===== config.mk =====
export PLATFORM = sky130hd
export DESIGN_NAME = sram_pin_monitor
export DESIGN_NICKNAME = d
export VERILOG_FILES = /design/src/rtl/sram_mon_pkg.sv /design/src/rtl/sram_mon_decode.sv /design/src/rtl/sram_mon_age.sv /design/src/rtl/sram_pin_monitor.sv
export SDC_FILE = /design/constraint.sdc
export NUM_CORES = 1
export LEC_CHECK = 0
export ABC_AREA = 1
export ABC_CLOCK_PERIOD_IN_PS = 9200
export CAP_MARGIN = 20
export CORE_AREA = 3 3 95 88
export CTS_BUF_LIST = sky130_fd_sc_hd__clkbuf_16
export DETAILED_ROUTE_END_ITERATION = 10
export DIE_AREA = 0 0 98 91
export HOLD_SLACK_MARGIN = 0.02
export PLACE_DENSITY = 0.79
export SLEW_MARGIN = 20
export SYNTH_ARGS = -nofsm -noshare
export SYNTH_HDL_FRONTEND = slang
export SYNTH_HIERARCHICAL = 1
export SYNTH_SLANG_ARGS = --single-unit
export TNS_END_PERCENT = 50

===== constraint.sdc =====
create_clock -name clk_i -period 9.2 [get_ports clk_i]
set_clock_uncertainty 0.2 [all_clocks]
set_input_delay 2.76 -clock clk_i [delete_from_list [all_inputs] [get_ports clk_i]]
set_output_delay 2.76 -clock clk_i [all_outputs]
set_load 0.02 [all_outputs]

===== src/rtl/sram_mon_pkg.sv =====
`timescale 1ns/1ps
package sram_mon_pkg;

    typedef enum logic [1:0] {
        MODE_DESEL = 2'd0,
        MODE_ODIS  = 2'd1,
        MODE_READ  = 2'd2,
        MODE_WRITE = 2'd3
    } mode_e;

    localparam int NUM_RULES   = 7;
    localparam int RULE_WP     = 0;
    localparam int RULE_CW     = 1;
    localparam int RULE_AW     = 2;
    localparam int RULE_DW     = 3;
    localparam int RULE_RC     = 4;
    localparam int RULE_ASTAB  = 5;
    localparam int RULE_CONT   = 6;

    // minimum time in ps converted to whole ticks, rounded up
    function automatic int to_ticks(input int t_ps, input int tick_ps);
        return (t_ps + tick_ps - 1) / tick_ps;
    endfunction

endpackage


===== src/rtl/sram_mon_decode.sv =====
`timescale 1ns/1ps
module sram_mon_decode
    import sram_mon_pkg::*;
(
    input  logic  sel_n_i,
    input  logic  sel_i,
    input  logic  oe_n_i,
    input  logic  we_n_i,
    output mode_e mode_o,
    output logic  both_sel_o,
    output logic  win_o
);

    always_comb begin
        both_sel_o = !sel_n_i && sel_i;
        win_o      = both_sel_o && !we_n_i;
        if (!both_sel_o)  mode_o = MODE_DESEL;
        else if (!we_n_i) mode_o = MODE_WRITE;
        else if (!oe_n_i) mode_o = MODE_READ;
        else              mode_o = MODE_ODIS;
    end

endmodule


===== src/rtl/sram_mon_age.sv =====
`timescale 1ns/1ps
// Tracks a bus and reports how many samples its value has been held.
module sram_mon_age #(
    parameter int W  = 8,
    parameter int TW = 4
) (
    input  logic          clk_i,
    input  logic          rst_ni,
    input  logic [W-1:0]  vec_i,
    output logic          changed_o,
    output logic [TW-1:0] age_o
);

    typedef struct packed {
        logic [W-1:0]  prev;
        logic [TW-1:0] age;
    } age_st_t;

    age_st_t st_d, st_q;

    always_comb begin
        st_d      = st_q;
        changed_o = (vec_i != st_q.prev);
        age_o     = st_q.age;
        st_d.prev = vec_i;
        if (changed_o)           st_d.age = TW'(1);
        else if (st_q.age != '1) st_d.age = st_q.age + TW'(1);
    end

    always_ff @(posedge clk_i or negedge rst_ni) begin
        if (!rst_ni) begin
            st_q.prev <= '0;
            st_q.age  <= '1;
        end else begin
            st_q <= st_d;
        end
    end

endmodule


===== src/rtl/sram_pin_monitor.sv =====
`timescale 1ns/1ps
module sram_pin_monitor
    import sram_mon_pkg::*;
#(
    parameter int ADDR_W   = 18,
    parameter int DATA_W   = 8,
    parameter int TICK_PS  = 5000,
    parameter int T_WP_PS  = 55000,
    parameter int T_CW_PS  = 60000,
    parameter int T_AW_PS  = 60000,
    parameter int T_DW_PS  = 30000,
    parameter int T_RC_PS  = 70000,
    parameter int CNT_W    = 16
) (
    input  logic                 clk_i,
    input  logic                 rst_ni,
    input  logic                 clr_i,
    input  logic                 sel_n_i,
    input  logic                 sel_i,
    input  logic                 oe_n_i,
    input  logic                 we_n_i,
    input  logic [ADDR_W-1:0]    addr_i,
    input  logic [DATA_W-1:0]    wdata_i,
    input  logic                 host_drv_i,
    output logic [1:0]           mode_o,
    output logic [NUM_RULES-1:0] err_o,
    output logic [CNT_W-1:0]     viol_cnt_o
);

    localparam int WP_T  = to_ticks(T_WP_PS, TICK_PS);
    localparam int CW_T  = to_ticks(T_CW_PS, TICK_PS);
    localparam int AW_T  = to_ticks(T_AW_PS, TICK_PS);
    localparam int DW_T  = to_ticks(T_DW_PS, TICK_PS);
    localparam int RC_T  = to_ticks(T_RC_PS, TICK_PS);
    localparam int MAX1  = (WP_T > CW_T) ? WP_T : CW_T;
    localparam int MAX2  = (AW_T > DW_T) ? AW_T : DW_T;
    localparam int MAX3  = (MAX1 > MAX2) ? MAX1 : MAX2;
    localparam int MAX_T = (MAX3 > RC_T) ? MAX3 : RC_T;
    localparam int TW    = $clog2(MAX_T + 1) + 1;
    localparam int SUM_W = $clog2(NUM_RULES + 1);

    typedef struct packed {
        mode_e                mode;
        logic                 win;
        logic                 both_sel;
        logic [TW-1:0]        wp;
        logic [TW-1:0]        cw;
        logic [NUM_RULES-1:0] err;
        logic [CNT_W-1:0]     cnt;
    } mon_st_t;

    mon_st_t st_d, st_q;

    mode_e           mode_now;
    logic            win_now, both_now;
    logic            a_chg, d_chg;
    logic [TW-1:0]   a_age, d_age;

    sram_mon_decode u_dec (
        .sel_n_i    (sel_n_i),
        .sel_i      (sel_i),
        .oe_n_i     (oe_n_i),
        .we_n_i     (we_n_i),
        .mode_o     (mode_now),
        .both_sel_o (both_now),
        .win_o      (win_now)
    );

    sram_mon_age #(.W(ADDR_W), .TW(TW)) u_addr_age (
        .clk_i     (clk_i),
        .rst_ni    (rst_ni),
        .vec_i     (addr_i),
        .changed_o (a_chg),
        .age_o     (a_age)
    );

    sram_mon_age #(.W(DATA_W), .TW(TW)) u_data_age (
        .clk_i     (clk_i),
        .rst_ni    (rst_ni),
        .vec_i     (wdata_i),
        .changed_o (d_chg),
        .age_o     (d_age)
    );

    logic [NUM_RULES-1:0] viol;
    logic [SUM_W-1:0]     nsum;
    logic [CNT_W:0]       wide;
    logic                 win_end;

    always_comb begin
        st_d          = st_q;
        st_d.mode     = mode_now;
        st_d.win      = win_now;
        st_d.both_sel = both_now;

        // samples the window / both selects have been open, counting this one
        if (!win_now)           st_d.wp = '0;
        else if (!st_q.win)     st_d.wp = TW'(1);
        else if (st_q.wp != '1) st_d.wp = st_q.wp + TW'(1);

        if (!both_now)          st_d.cw = '0;
        else if (!st_q.both_sel) st_d.cw = TW'(1);
        else if (st_q.cw != '1) st_d.cw = st_q.cw + TW'(1);

        win_end = st_q.win && !win_now;

        viol             = '0;
        viol[RULE_WP]    = win_end && (st_q.wp < TW'(WP_T));
        viol[RULE_CW]    = win_end && (st_q.cw < TW'(CW_T));
        viol[RULE_AW]    = win_end && (a_age < TW'(AW_T));
        viol[RULE_DW]    = win_end && (d_age < TW'(DW_T));
        viol[RULE_RC]    = a_chg && (a_age < TW'(RC_T));
        viol[RULE_ASTAB] = a_chg && win_now && st_q.win;
        viol[RULE_CONT]  = host_drv_i && (mode_now == MODE_READ);

        nsum = '0;
        for (int i = 0; i < NUM_RULES; i++) begin
            nsum = nsum + SUM_W'(viol[i]);
        end
        wide = {1'b0, st_q.cnt} + (CNT_W+1)'(nsum);

        if (clr_i) begin
            st_d.err = '0;
            st_d.cnt = '0;
        end else begin
            st_d.err = st_q.err | viol;
            st_d.cnt = wide[CNT_W] ? '1 : wide[CNT_W-1:0];
        end
    end

    always_ff @(posedge clk_i or negedge rst_ni) begin
        if (!rst_ni) begin
            st_q <= '{mode: MODE_DESEL, default: '0};
        end else begin
            st_q <= st_d;
        end
    end

    // data bus value only matters through its age; keep the unused term visible
    logic unused_dchg;
    assign unused_dchg = d_chg;

    assign mode_o     = st_q.mode;
    assign err_o      = st_q.err;
    assign viol_cnt_o = st_q.cnt;

endmodule


==> results of run 1 <==
## state kept, by name, summed over array words and instances, names as in the netlist
signal            cells
u_addr_age/st_q      18
viol_cnt_o           16
st_q                 12
u_data_age/st_q       8
err_o                 7
u_addr_age/age_o      5
u_data_age/age_o      5
mode_o                2
## layout make-up
class	instances	area, µm²
fillers	617	2630
clock inverters	7	133
well taps	96	120
clock buffers	9	225
inverters	91	342
repair buffers	58	578
multi-input cells	292	1600
flip-flops and latches	73	1840
## metrics by stage
step | worst slack, ns | power [µW] | area (µm²)
2_1_floorplan | 2.83 | 430 | 4050
6_report | 2.29 | 885 | 4840
3_3_place_gp | 2.19 | 467 | 4480
4_1_cts | 2.31 | 896 | 4840
3_5_place_dp | 2.00 | 474 | 4480
5_1_grt | 2.03 | 925 | 4840
## placed cells by master, fill, tap and decap left out, types with 5 or more instances in the layout
| master | n |
|---|---|
| sky130_fd_sc_hd__nand2_2 | 5 |
| sky130_fd_sc_hd__xnor2_1 | 9 |
| sky130_fd_sc_hd__dfrtp_1 | 63 |
| sky130_fd_sc_hd__nor3_1 | 5 |
| sky130_fd_sc_hd__inv_1 | 90 |
| sky130_fd_sc_hd__clkbuf_16 | 9 |
| sky130_fd_sc_hd__nand4_1 | 6 |
| sky130_fd_sc_hd__ha_1 | 15 |
| sky130_fd_sc_hd__nand2_1 | 109 |
| sky130_fd_sc_hd__nor2_2 | 5 |
| sky130_fd_sc_hd__clkdlybuf4s50_1 | 57 |
| sky130_fd_sc_hd__nand3_1 | 24 |
| sky130_fd_sc_hd__a21oi_1 | 27 |
| sky130_fd_sc_hd__xor2_1 | 9 |
| sky130_fd_sc_hd__nor2_1 | 49 |
| sky130_fd_sc_hd__dfstp_2 | 10 |
## worst min-delay path by stage
stage                               startpoint                   end  slack (ns)  cells after the start
after floorplan             st_q[33]$_DFF_PN0_  st_q[23]$_DFFE_PN0P_        0.23                      1
after global placement      st_q[33]$_DFF_PN0_  st_q[23]$_DFFE_PN0P_        0.24                      1
after detailed placement  st_q[26]$_DFFE_PN0P_  st_q[26]$_DFFE_PN0P_        0.25                      1
after CTS                 st_q[26]$_DFFE_PN0P_  st_q[26]$_DFFE_PN0P_        0.26                      1
after global routing      st_q[26]$_DFFE_PN0P_  st_q[26]$_DFFE_PN0P_        0.29                      1
final                     st_q[26]$_DFFE_PN0P_  st_q[26]$_DFFE_PN0P_        0.26                      1
## worst max-delay path, stage by stage
cell                              delay [ns]
sky130_fd_sc_hd__clkdlybuf4s50_1        0.47
sky130_fd_sc_hd__inv_2                  0.03
sky130_fd_sc_hd__nand2_2                0.08
sky130_fd_sc_hd__nor2_1                 0.07
sky130_fd_sc_hd__inv_1                  0.07
sky130_fd_sc_hd__nand2_1                0.09
sky130_fd_sc_hd__a211oi_1               0.35
sky130_fd_sc_hd__fa_1                   0.49
sky130_fd_sc_hd__inv_1                  0.09
sky130_fd_sc_hd__fa_1                   0.44
sky130_fd_sc_hd__fa_1                   0.52
sky130_fd_sc_hd__inv_1                  0.04
sky130_fd_sc_hd__ha_1                   0.21
sky130_fd_sc_hd__fa_1                   0.42
sky130_fd_sc_hd__nand3_1                0.15
sky130_fd_sc_hd__nand2_2                0.13
sky130_fd_sc_hd__nand2_4                0.12
sky130_fd_sc_hd__nor2_4                 0.04
sky130_fd_sc_hd__nand2_2                0.09
sky130_fd_sc_hd__nand2_1                0.07
sky130_fd_sc_hd__nor2_1                 0.09
sky130_fd_sc_hd__nor2_1                 0.06
## routing by layer
layer  global-route usage  vias to the layer above  part of all wire
met5                    0                        -                 0
met4               0.0438                        0            0.0058
met3               0.0614                        8             0.070
met2                0.319                      103              0.51
met1                0.211                     1468              0.41
li1                     -                     1555                 -
## report_power, final
| part | switching [µW] | internal (µW) | total, µW |
|---|---|---|---|
| Combinational | 65.7 | 57.5 | 123 |
| Sequential | 9.07 | 336 | 345 |
| Clock | 128 | 290 | 417 |
| Total | 202 | 683 | 885 |
==> metrics.txt, run 1 <==
# TYPE chip_impl_metric gauge
chip_impl_metric{name="grt_start_max_net_pins",unit=""} 74
chip_impl_metric{name="tightestPinTransition",unit="ns"} 0.888
chip_impl_metric{name="post_layout_cell_count",unit=""} 626
chip_impl_metric{name="n_antenna_cell",unit=""} 0
chip_impl_info{name="timing.critical_path.to",value="viol_cnt_o[11]$_DFF_PN0_"} 1
chip_impl_metric{name="finalWeightedCongestion",unit=""} 0.946
chip_impl_metric{name="ctsHtreeMaxLevel",unit=""} 3
chip_impl_metric{name="nNetsFinal",unit=""} 578
chip_impl_metric{name="finalWorstPathRequiredPeriod",unit="ns"} 6.91
chip_impl_metric{name="fin_util",unit=""} 0.648
chip_impl_metric{name="cellLeakagePower",unit="µW"} 0.00247
chip_impl_metric{name="max-clock-path-buffers",unit=""} 2
chip_impl_metric{name="detail_route.vias_per_cell",unit=""} 5.01
chip_impl_metric{name="global_route.usage.total",unit=""} 0.181
chip_impl_metric{name="ir_drop",unit="mV"} 0.117
chip_impl_metric{name="fp.coreArea",unit="µm²"} 7470
chip_impl_metric{name="setup-violations-final",unit=""} 0
chip_impl_metric{name="post_cts_hold_buffer_count",unit=""} 0
chip_impl_metric{name="cp_data_required_time",unit="ns"} 9.17
chip_impl_metric{name="starting_density",unit=""} 0.542
chip_impl_metric{name="worst_slew_margin_rel",unit=""} 0.408
chip_impl_metric{name="rr_worst_depth",unit=""} 17
chip_impl_info{name="unrepaired_setup_endpoints_after_global_routing",value="false"} 1
chip_impl_metric{name="dpl.cell_count",unit=""} 610
chip_impl_metric{name="area_growth_syn_to_layout",unit="%"} 19.6
chip_impl_info{name="crit-reg2reg-launch",value="st_q[34]$_DFF_PN0_"} 1
chip_impl_metric{name="detailedRoute.firstIterationViolations",unit=""} 118
chip_impl_metric{name="worst-r2r-setup-slack",unit="ns"} 5.05
chip_impl_metric{name="io-pin-count",unit=""} 59
chip_impl_metric{name="post_route_cells_drive_above_1_share",unit=""} 0.0811
chip_impl_metric{name="cts_repair_resize_count",unit=""} 0
chip_impl_metric{name="syn_nets",unit=""} 545
chip_impl_info{name="path_class",value="input pin to flop"} 1
chip_impl_metric{name="clock_sink_count",unit=""} 73
chip_impl_metric{name="finalCritPeriodShare",unit=""} 0.751
chip_impl_metric{name="overflow",unit=""} 0
chip_impl_metric{name="tritoncts.num_buffers",unit=""} 9
chip_impl_metric{name="cts.repair_timing.setup_buffer_count",unit=""} 0
chip_impl_metric{name="floorplan.rows",unit=""} 30
chip_impl_info{name="critPathLaunchType",value="input pin"} 1
chip_impl_info{name="nature_of_the_critical_path_endpoint",value="flop"} 1
chip_impl_metric{name="clock_insertion_delay_worst_skew",unit="ns"} 0.33
chip_impl_metric{name="avgRoutedWirePerCell",unit="µm"} 12.1
chip_impl_metric{name="tns",unit="ns"} 0
chip_impl_metric{name="num_vias",unit=""} 3134
chip_impl_metric{name="drc_errors",unit=""} 0
chip_impl_info{name="outcome",value="finished clean"} 1
chip_impl_metric{name="report.final.slew_viol_count",unit=""} 0
chip_impl_metric{name="synth_area",unit="µm²"} 4050
chip_impl_metric{name="grt_pass1_vias",unit=""} 3091
chip_impl_metric{name="powerDensity",unit="nW/µm²"} 183
chip_impl_metric{name="clk_pin_slew",unit="ns"} 0.06
chip_impl_metric{name="die_h",unit="µm"} 91
chip_impl_info{name="worst_hold_path_type",value="flop to flop"} 1
chip_impl_metric{name="drv_cap",unit=""} 0
chip_impl_info{name="crit_path_start",value="sel_n_i"} 1
chip_impl_metric{name="portBuffers",unit=""} 58
chip_impl_info{name="tritoncts_clock_tree",value="yes"} 1
chip_impl_metric{name="die_area",unit="µm²"} 8920
chip_impl_metric{name="maxClockFrequency",unit="GHz"} 0.145
chip_impl_info{name="ctsRootBufferMaster",value="sky130_fd_sc_hd__clkbuf_16"} 1
chip_impl_metric{name="synth.yosys.warnings",unit=""} 6
chip_impl_metric{name="worst_hold_slack",unit="ns"} 0.256
chip_impl_metric{name="syn-mean-instance-area",unit="µm²"} 8.22
chip_impl_metric{name="die_outline_width",unit="µm"} 98
chip_impl_metric{name="grt_pass1_wl",unit="mm"} 13.2
chip_impl_metric{name="ant_nets",unit=""} 0
chip_impl_metric{name="wl",unit="mm"} 7.61
chip_impl_metric{name="final-hold-violation-count",unit=""} 0
chip_impl_metric{name="syn-instance-count",unit=""} 492
chip_impl_metric{name="place_hpwl",unit="mm"} 5.63
chip_impl_metric{name="drt_first_pass_iters",unit=""} 4
chip_impl_metric{name="worstPathArrival",unit="ns"} 6.88
chip_impl_metric{name="antenna_found_initial",unit=""} 0
chip_impl_metric{name="critical_path.max_fanout",unit=""} 5
chip_impl_info{name="timing.rr.end",value="viol_cnt_o[11]$_DFF_PN0_"} 1
No activity file was read; power rests on OpenSTA's default activity.
==> run 2, diff against run 1 <==
--- a/config.mk
+++ b/config.mk
@@ -6,14 +6,14 @@
 export NUM_CORES = 1
 export LEC_CHECK = 0
 export ABC_AREA = 1
-export ABC_CLOCK_PERIOD_IN_PS = 9200
+export ABC_CLOCK_PERIOD_IN_PS = 5700
 export CAP_MARGIN = 20
-export CORE_AREA = 3 3 95 88
+export CORE_AREA = 3 3 100 93
 export CTS_BUF_LIST = sky130_fd_sc_hd__clkbuf_16
 export DETAILED_ROUTE_END_ITERATION = 10
-export DIE_AREA = 0 0 98 91
+export DIE_AREA = 0 0 103 96
 export HOLD_SLACK_MARGIN = 0.02
-export PLACE_DENSITY = 0.79
+export PLACE_DENSITY = 0.75
 export SLEW_MARGIN = 20
 export SYNTH_ARGS = -nofsm -noshare
 export SYNTH_HDL_FRONTEND = slang
==> constraint.sdc (replaced) <==
create_clock -name clk_i -period 5.7 [get_ports clk_i]
set_clock_uncertainty 0.2 [all_clocks]
set_input_delay 1.71 -clock clk_i [delete_from_list [all_inputs] [get_ports clk_i]]
set_output_delay 1.71 -clock clk_i [all_outputs]
set_load 0.02 [all_outputs]
==> run 2 against run 1 <==
- flip-flop and latch count is the same
- final area grew 3.2%
- clock power grew 51%
- sequential share of layout area shrank 1.2 points
- non-clock buffer count grew 14
- highest routed layer unchanged
==> metrics.txt, run 2 (synthesized netlist as in run 1, its figures left out) <==
# TYPE chip_impl_metric gauge
chip_impl_metric{name="cellInternalPower",unit="µW"} 1070
chip_impl_metric{name="cp.buffers_inverters",unit=""} 7
chip_impl_metric{name="net-switching-power",unit="µW"} 336
chip_impl_metric{name="placement_setup_slack",unit="ns"} -0.334
chip_impl_metric{name="drt_first_pass_iters",unit=""} 4
chip_impl_metric{name="clock_power_share",unit=""} 0.450
chip_impl_metric{name="fp.coreArea",unit="µm²"} 8410
chip_impl_metric{name="fin_util",unit=""} 0.594
chip_impl_metric{name="worstPathArrival",unit="ns"} 5.52
chip_impl_info{name="worst_hold_path_type",value="flop to flop"} 1
chip_impl_metric{name="detail_route.vias_per_cell",unit=""} 4.86
chip_impl_info{name="critPathLaunchType",value="input pin"} 1
chip_impl_metric{name="finalWeightedCongestion",unit=""} 0.891
chip_impl_metric{name="critical_path.max_fanout",unit=""} 4
chip_impl_metric{name="multi_input_comb_area",unit="µm²"} 1670
chip_impl_metric{name="place_hpwl",unit="mm"} 5.54
chip_impl_metric{name="max-clock-path-buffers",unit=""} 2
chip_impl_metric{name="die_h",unit="µm"} 96
chip_impl_metric{name="num_vias",unit=""} 3140
chip_impl_metric{name="flip_flop_count_of_the_largest_register_after_layout",unit=""} 18
chip_impl_metric{name="clock_insertion_delay_worst_skew",unit="ns"} 0.33
chip_impl_metric{name="finalWorstPathRequiredPeriod",unit="ns"} 5.55
chip_impl_metric{name="grt_start_max_net_pins",unit=""} 74
chip_impl_metric{name="portBuffers",unit=""} 58
chip_impl_metric{name="finalCritPeriodShare",unit=""} 0.974
chip_impl_metric{name="io-pin-count",unit=""} 59
chip_impl_metric{name="powerDensity",unit="nW/µm²"} 280
chip_impl_metric{name="clk_pin_slew",unit="ns"} 0.05
chip_impl_metric{name="final-hold-violation-count",unit=""} 0
chip_impl_metric{name="post_cts_hold_buffer_count",unit=""} 0
chip_impl_metric{name="ir_drop",unit="mV"} 0.155
chip_impl_metric{name="post_route_cells_drive_above_1_share",unit=""} 0.119
chip_impl_info{name="hold_start",value="st_q[26]$_DFFE_PN0P_"} 1
chip_impl_metric{name="drv_cap",unit=""} 0
chip_impl_metric{name="starting_density",unit=""} 0.481
chip_impl_metric{name="report.final.slew_viol_count",unit=""} 0
chip_impl_metric{name="tightestPinTransition",unit="ns"} 0.900
chip_impl_metric{name="detailedRoute.firstIterationViolations",unit=""} 118
chip_impl_metric{name="area_growth_syn_to_layout",unit="%"} 23.4
chip_impl_info{name="crit-reg2reg-launch",value="st_q[28]$_DFFE_PN0P_"} 1
chip_impl_metric{name="delay_of_the_slowest_cell_on_the_worst_path",unit="ns"} 0.50
chip_impl_info{name="cp_cell_sequence",value="clkdlybuf4s50_1, nand2_2, nor2_4, inv_2, nand2_4, inv_1, o2111ai_1, inv_1, fa_1, inv_1, fa_1, fa_1, inv_1, ha_2, fa_2, nand3_4, nand2_4, nand2_4, buf_4, xor2_1, a21oi_1"} 1
chip_impl_metric{name="n_antenna_cell",unit=""} 0
chip_impl_metric{name="ant_nets",unit=""} 0
chip_impl_metric{name="global_route.usage.total",unit=""} 0.165
chip_impl_info{name="outcome",value="finished clean"} 1
chip_impl_metric{name="fillerInstances",unit=""} 734
chip_impl_info{name="critical_path.slowest_cell",value="sky130_fd_sc_hd__fa_1"} 1
chip_impl_metric{name="die_area",unit="µm²"} 9890
chip_impl_metric{name="ff_latch_area",unit="µm²"} 1840
chip_impl_metric{name="setup-violations-final",unit=""} 0
chip_impl_info{name="crit_path_start",value="sel_i"} 1
chip_impl_metric{name="maxClockFrequency",unit="GHz"} 0.180
chip_impl_info{name="nature_of_the_critical_path_endpoint",value="flop"} 1
chip_impl_metric{name="clock_sink_count",unit=""} 73
chip_impl_metric{name="tritoncts.num_buffers",unit=""} 9
chip_impl_info{name="ctsRootBufferMaster",value="sky130_fd_sc_hd__clkbuf_16"} 1
chip_impl_info{name="tritoncts_clock_tree",value="yes"} 1
chip_impl_info{name="timing.critical_path.max_delay_family",value="adder cells"} 1
chip_impl_metric{name="setup_ws",unit="ns"} 0.146
chip_impl_metric{name="grt_pass1_vias",unit=""} 3064
chip_impl_metric{name="antenna_found_initial",unit=""} 0
chip_impl_metric{name="ctsHtreeMaxLevel",unit=""} 3
chip_impl_info{name="registers.top_by_ff_count",value="u_addr_age/st_q"} 1
chip_impl_metric{name="drc_errors",unit=""} 0
chip_impl_info{name="mostFrequentLayoutCells",value="108 x sky130_fd_sc_hd__nand2_1, 90 x sky130_fd_sc_hd__inv_1, 63 x sky130_fd_sc_hd__dfrtp_1"} 1
chip_impl_metric{name="floorplan.rows",unit=""} 32
chip_impl_metric{name="wl",unit="mm"} 7.80
chip_impl_metric{name="grt_pass1_wl",unit="mm"} 12.9
chip_impl_metric{name="overflow",unit=""} 0
chip_impl_metric{name="part_of_the_total_power_dissipated_in_combinational_logic",unit=""} 0.154
chip_impl_metric{name="pwr-share-seq",unit=""} 0.397
chip_impl_metric{name="die_outline_width",unit="µm"} 103
chip_impl_metric{name="avgRoutedWirePerCell",unit="µm"} 12.1
chip_impl_metric{name="cp_data_required_time",unit="ns"} 5.67
chip_impl_metric{name="cellLeakagePower",unit="µW"} 0.00256
chip_impl_info{name="layout.cells.most_common",value="sky130_fd_sc_hd__nand2_1"} 1
chip_impl_metric{name="worst_slew_margin_rel",unit=""} 0.400
chip_impl_info{name="path_class",value="input pin to flop"} 1
chip_impl_metric{name="nNetsFinal",unit=""} 592
chip_impl_info{name="critical-path-top-cell-by-count",value="sky130_fd_sc_hd__inv_1"} 1
chip_impl_metric{name="power.switching_fraction",unit=""} 0.240
## run 2: layout make-up
cell class,count,share of cell area
Sequential cell,73,0.368
Clock buffer,9,0.0451
Multi-Input combinational cell,292,0.333
Inverter,91,0.0684
Clock inverter,7,0.0220
Timing Repair Buffer,72,0.137
Tap cell,102,0.0256
## run 2: metal layers
metal	vias up	GRT usage	share of wire
met3	7	0.0478	0.065
li1	1570	-	-
met1	1479	0.197	0.43
met5	-	0	0
met2	84	0.291	0.50
met4	0	0.0421	0.0077
## run 2: through the flow
step                      instance area [µm²]  TNS, ns  power [µW]  hold WS [ns]  instances
after floorplan                          4050        0         695         0.231        492
after detailed placement                 4570    -4.60         768         0.256        627
final                                    4990        0        1400         0.262        646
after CTS                                4910        0        1410         0.264        643
after global placement                   4570    -2.57         759         0.243        627
after global routing                     4990  -0.0204        1460         0.291        646
## run 2: what timing repair did
item | in CTS | in global routing
setup buffers | 0 | 3
endpoints found under the setup margin | 4 | 16
resized for setup | 1 | 16
pin swaps | 0 | 5
## run 2: worst paths after layout
check	to	slack, ns	cells after the start
setup / recovery	viol_cnt_o[8]$_DFF_PN0_	0.15	21
setup reg to reg	viol_cnt_o[8]$_DFF_PN0_	1.77	16
hold reg to reg	st_q[26]$_DFFE_PN0P_	0.26	1
min in group asynchronous	err_o[6]$_DFF_PN0_	1.30	1
hold / removal	st_q[26]$_DFFE_PN0P_	0.26	1
max in group asynchronous	viol_cnt_o[11]$_DFF_PN0_	3.39	1
## run 2: power by group through the flow
stage	clock, µW	sequential (µW)	combinational (µW)
finish	630	556	215
detailed placement	0	565	203
global route	666	558	236
global placement	0	563	195
CTS	645	556	206
floorplan	0	561	133
==> run 3, diff against run 2 <==
--- a/config.mk
+++ b/config.mk
@@ -12,6 +12,7 @@
 export CTS_BUF_LIST = sky130_fd_sc_hd__clkbuf_16
 export DETAILED_ROUTE_END_ITERATION = 10
 export DIE_AREA = 0 0 103 96
+export GPL_ROUTABILITY_DRIVEN = 0
 export HOLD_SLACK_MARGIN = 0.02
 export PLACE_DENSITY = 0.75
 export SLEW_MARGIN = 20
==> run 3 against run 2 <==
- via count fell by 0.61%
- flip-flop and latch count did not move
- non-clock buffer count down 1
- clock power barely moved
- die area unchanged
- combinational power increased by 2%
- largest cell class unchanged
- global-route usage down 0.13 points
- fmax up 1.2%
- clock-buffer cell count stayed put
==> metrics.txt, run 3 (synthesized netlist as in run 1, its figures left out) <==
# TYPE chip_impl_metric gauge
chip_impl_metric{name="detail_route.vias_per_cell",unit=""} 4.84
chip_impl_metric{name="nNetsFinal",unit=""} 591
chip_impl_metric{name="fin_area",unit="µm²"} 5010
chip_impl_info{name="ctsRootBufferMaster",value="sky130_fd_sc_hd__clkbuf_16"} 1
chip_impl_metric{name="detailedRoute.firstIterationViolations",unit=""} 119
chip_impl_metric{name="global_route.usage.total",unit=""} 0.163
chip_impl_metric{name="worst_slew_margin_rel",unit=""} 0.396
chip_impl_metric{name="drt_first_pass_iters",unit=""} 5
chip_impl_metric{name="worst_hold_slack",unit="ns"} 0.258
chip_impl_metric{name="place_hpwl",unit="mm"} 5.53
chip_impl_metric{name="n_antenna_cell",unit=""} 0
chip_impl_info{name="cp_cell_sequence",value="clkdlybuf4s50_1, nor2_4, inv_2, nand2_4, inv_2, o2111ai_2, inv_2, fa_1, inv_2, fa_1, fa_1, inv_2, ha_4, fa_2, nand3_4, nand2_4, nand2_4, nor2_4, nand2_4, nand2_1, nor2_1, nor2_1"} 1
chip_impl_metric{name="drc_errors",unit=""} 0
chip_impl_metric{name="report.final.slew_viol_count",unit=""} 0
chip_impl_metric{name="die_area",unit="µm²"} 9890
chip_impl_metric{name="clock_sink_count",unit=""} 73
chip_impl_info{name="mostFrequentLayoutCells",value="108 x sky130_fd_sc_hd__nand2_1, 85 x sky130_fd_sc_hd__inv_1, 63 x sky130_fd_sc_hd__dfrtp_1"} 1
chip_impl_metric{name="overflow",unit=""} 0
chip_impl_metric{name="post_route_cells_drive_above_1_share",unit=""} 0.125
chip_impl_metric{name="grt_start_max_net_pins",unit=""} 74
chip_impl_metric{name="clock_insertion_delay_worst_skew",unit="ns"} 0.33
chip_impl_metric{name="finalCritPeriodShare",unit=""} 0.963
chip_impl_metric{name="grtUsageMet2",unit=""} 0.283
chip_impl_info{name="timing.critical_path.max_delay_family",value="adder cells"} 1
chip_impl_info{name="path_class",value="input pin to flop"} 1
chip_impl_info{name="tritoncts_clock_tree",value="yes"} 1
chip_impl_metric{name="powerDensity",unit="nW/µm²"} 281
chip_impl_metric{name="starting_density",unit=""} 0.481
chip_impl_metric{name="finalWorstPathRequiredPeriod",unit="ns"} 5.49
chip_impl_metric{name="worstPathArrival",unit="ns"} 5.46
chip_impl_metric{name="portBuffers",unit=""} 58
chip_impl_metric{name="setup-violations-final",unit=""} 0
chip_impl_metric{name="final-hold-violation-count",unit=""} 0
chip_impl_metric{name="maxClockFrequency",unit="GHz"} 0.182
chip_impl_metric{name="grt.met3_usage",unit=""} 0.0391
chip_impl_info{name="layout.cells.most_common",value="sky130_fd_sc_hd__nand2_1"} 1
chip_impl_info{name="outcome",value="finished clean"} 1
chip_impl_metric{name="area_growth_syn_to_layout",unit="%"} 23.8
chip_impl_metric{name="rr_worst_depth",unit=""} 18
chip_impl_metric{name="die_outline_width",unit="µm"} 103
chip_impl_metric{name="cp.buffers_inverters",unit=""} 6
chip_impl_info{name="nature_of_the_critical_path_endpoint",value="flop"} 1
chip_impl_metric{name="antenna_found_initial",unit=""} 0
chip_impl_metric{name="tritoncts.num_buffers",unit=""} 9
chip_impl_metric{name="clk_pin_slew",unit="ns"} 0.05
chip_impl_metric{name="cellLeakagePower",unit="µW"} 0.00256
chip_impl_metric{name="detailed_place.area",unit="µm²"} 4580
chip_impl_metric{name="total_power",unit="µW"} 1410
chip_impl_metric{name="flip_flop_count_of_the_largest_register_after_layout",unit=""} 18
chip_impl_info{name="critPathLaunchType",value="input pin"} 1
chip_impl_info{name="unrepaired_setup_endpoints_after_global_routing",value="false"} 1
chip_impl_metric{name="instance_count_along_the_most_critical_hold_path",unit=""} 1
chip_impl_metric{name="critical_path_cell_count",unit=""} 22
chip_impl_info{name="critical-path-top-cell-by-count",value="sky130_fd_sc_hd__inv_2"} 1
chip_impl_metric{name="ctsHtreeMaxLevel",unit=""} 3
chip_impl_metric{name="floorplan.rows",unit=""} 32
chip_impl_metric{name="post_cts_hold_buffer_count",unit=""} 0
chip_impl_info{name="registers.top_by_ff_count",value="u_addr_age/st_q"} 1
chip_impl_metric{name="ir_drop",unit="mV"} 0.224
chip_impl_metric{name="delay_of_the_slowest_cell_on_the_worst_path",unit="ns"} 0.55
chip_impl_metric{name="critical_path.max_fanout",unit=""} 5
chip_impl_metric{name="max-clock-path-buffers",unit=""} 2
chip_impl_metric{name="cp_data_required_time",unit="ns"} 5.68
chip_impl_metric{name="wl",unit="mm"} 7.74
chip_impl_info{name="top_usage_layer",value="met2"} 1
chip_impl_metric{name="num_vias",unit=""} 3121
chip_impl_metric{name="die_h",unit="µm"} 96
chip_impl_metric{name="ant_nets",unit=""} 0
chip_impl_metric{name="fin_util",unit=""} 0.596
chip_impl_metric{name="tightestPinTransition",unit="ns"} 0.905
chip_impl_metric{name="grt_pass1_vias",unit=""} 3017
chip_impl_metric{name="grt_util_met1",unit=""} 0.197
chip_impl_info{name="critical_path.slowest_cell",value="sky130_fd_sc_hd__fa_1"} 1
chip_impl_metric{name="tns",unit="ns"} 0
chip_impl_info{name="worst_hold_path_type",value="flop to flop"} 1
chip_impl_metric{name="io-pin-count",unit=""} 59
chip_impl_metric{name="grt_pass1_wl",unit="mm"} 12.8
chip_impl_metric{name="drv_cap",unit=""} 0
chip_impl_metric{name="avgRoutedWirePerCell",unit="µm"} 12.0
chip_impl_metric{name="fp.coreArea",unit="µm²"} 8410
-- run 3: worst reg2reg max path, cell delays in order, from the launching register on --
cell                        delay (ns)
sky130_fd_sc_hd__dfrtp_1          0.38
sky130_fd_sc_hd__nand2_1          0.13
sky130_fd_sc_hd__o2111ai_2        0.19
sky130_fd_sc_hd__inv_2            0.07
sky130_fd_sc_hd__fa_1             0.55
sky130_fd_sc_hd__inv_2            0.04
sky130_fd_sc_hd__fa_1             0.46
sky130_fd_sc_hd__fa_1             0.51
sky130_fd_sc_hd__inv_2            0.05
sky130_fd_sc_hd__ha_4             0.16
sky130_fd_sc_hd__fa_2             0.39
sky130_fd_sc_hd__nand3_4          0.11
sky130_fd_sc_hd__nand2_4          0.08
sky130_fd_sc_hd__nand2_4          0.13
sky130_fd_sc_hd__nor2_4           0.05
sky130_fd_sc_hd__nand2_4          0.07
sky130_fd_sc_hd__nand2_1          0.05
sky130_fd_sc_hd__nor2_1           0.09
sky130_fd_sc_hd__nor2_1           0.05
-- run 3: path summary, 6_finish.rpt --
| path | endpoint | start | slack, ns |
|---|---|---|---|
| max | viol_cnt_o[11]$_DFF_PN0_ | we_n_i | 0.21 |
| min | st_q[26]$_DFFE_PN0P_ | st_q[26]$_DFFE_PN0P_ | 0.26 |
| max reg2reg | viol_cnt_o[11]$_DFF_PN0_ | st_q[28]$_DFFE_PN0P_ | 1.77 |
| min reg2reg | st_q[26]$_DFFE_PN0P_ | st_q[26]$_DFFE_PN0P_ | 0.26 |
| max in group asynchronous | viol_cnt_o[8]$_DFF_PN0_ | rst_ni | 3.40 |
| min in group asynchronous | st_q[23]$_DFFE_PN0P_ | rst_ni | 1.31 |
-- run 3: final cells by class --
cell class,instances,area [µm²]
inverter,91,342
fill,711,3400
clock buffer,9,225
tap,102,128
clock inverter,7,109
multi-input combinational,292,1690
sequential,73,1840
timing repair buffer,71,681
-- run 3: timing repair --
action | CTS | global route
pin swaps | 0 | 8
gates resized for setup | 2 | 21
setup buffers | 0 | 1
setup endpoints to repair | 7 | 16
-- run 3: through the flow --
stage	setup WS, ns	std cells
after floorplan	0.381	492
after global placement	-0.180	628
after detailed placement	-0.370	628
after CTS	0.000755	644
after global routing	0.00126	645
final	0.214	645
-- run 3: where the power goes --
group / internal [µW] / switching (µW)
clock network: 423 / 208
logic: 102 / 117
registers: 542 / 13.6
total: 1070 / 339
-- run 3: layer usage --
layer	routed length, µm	vias to the layer above	part of all wire
li1	-	1581	-
met1	3450	1447	0.45
met2	3810	79	0.49
met3	352	14	0.045
met4	129	0	0.017
met5	0	-	0
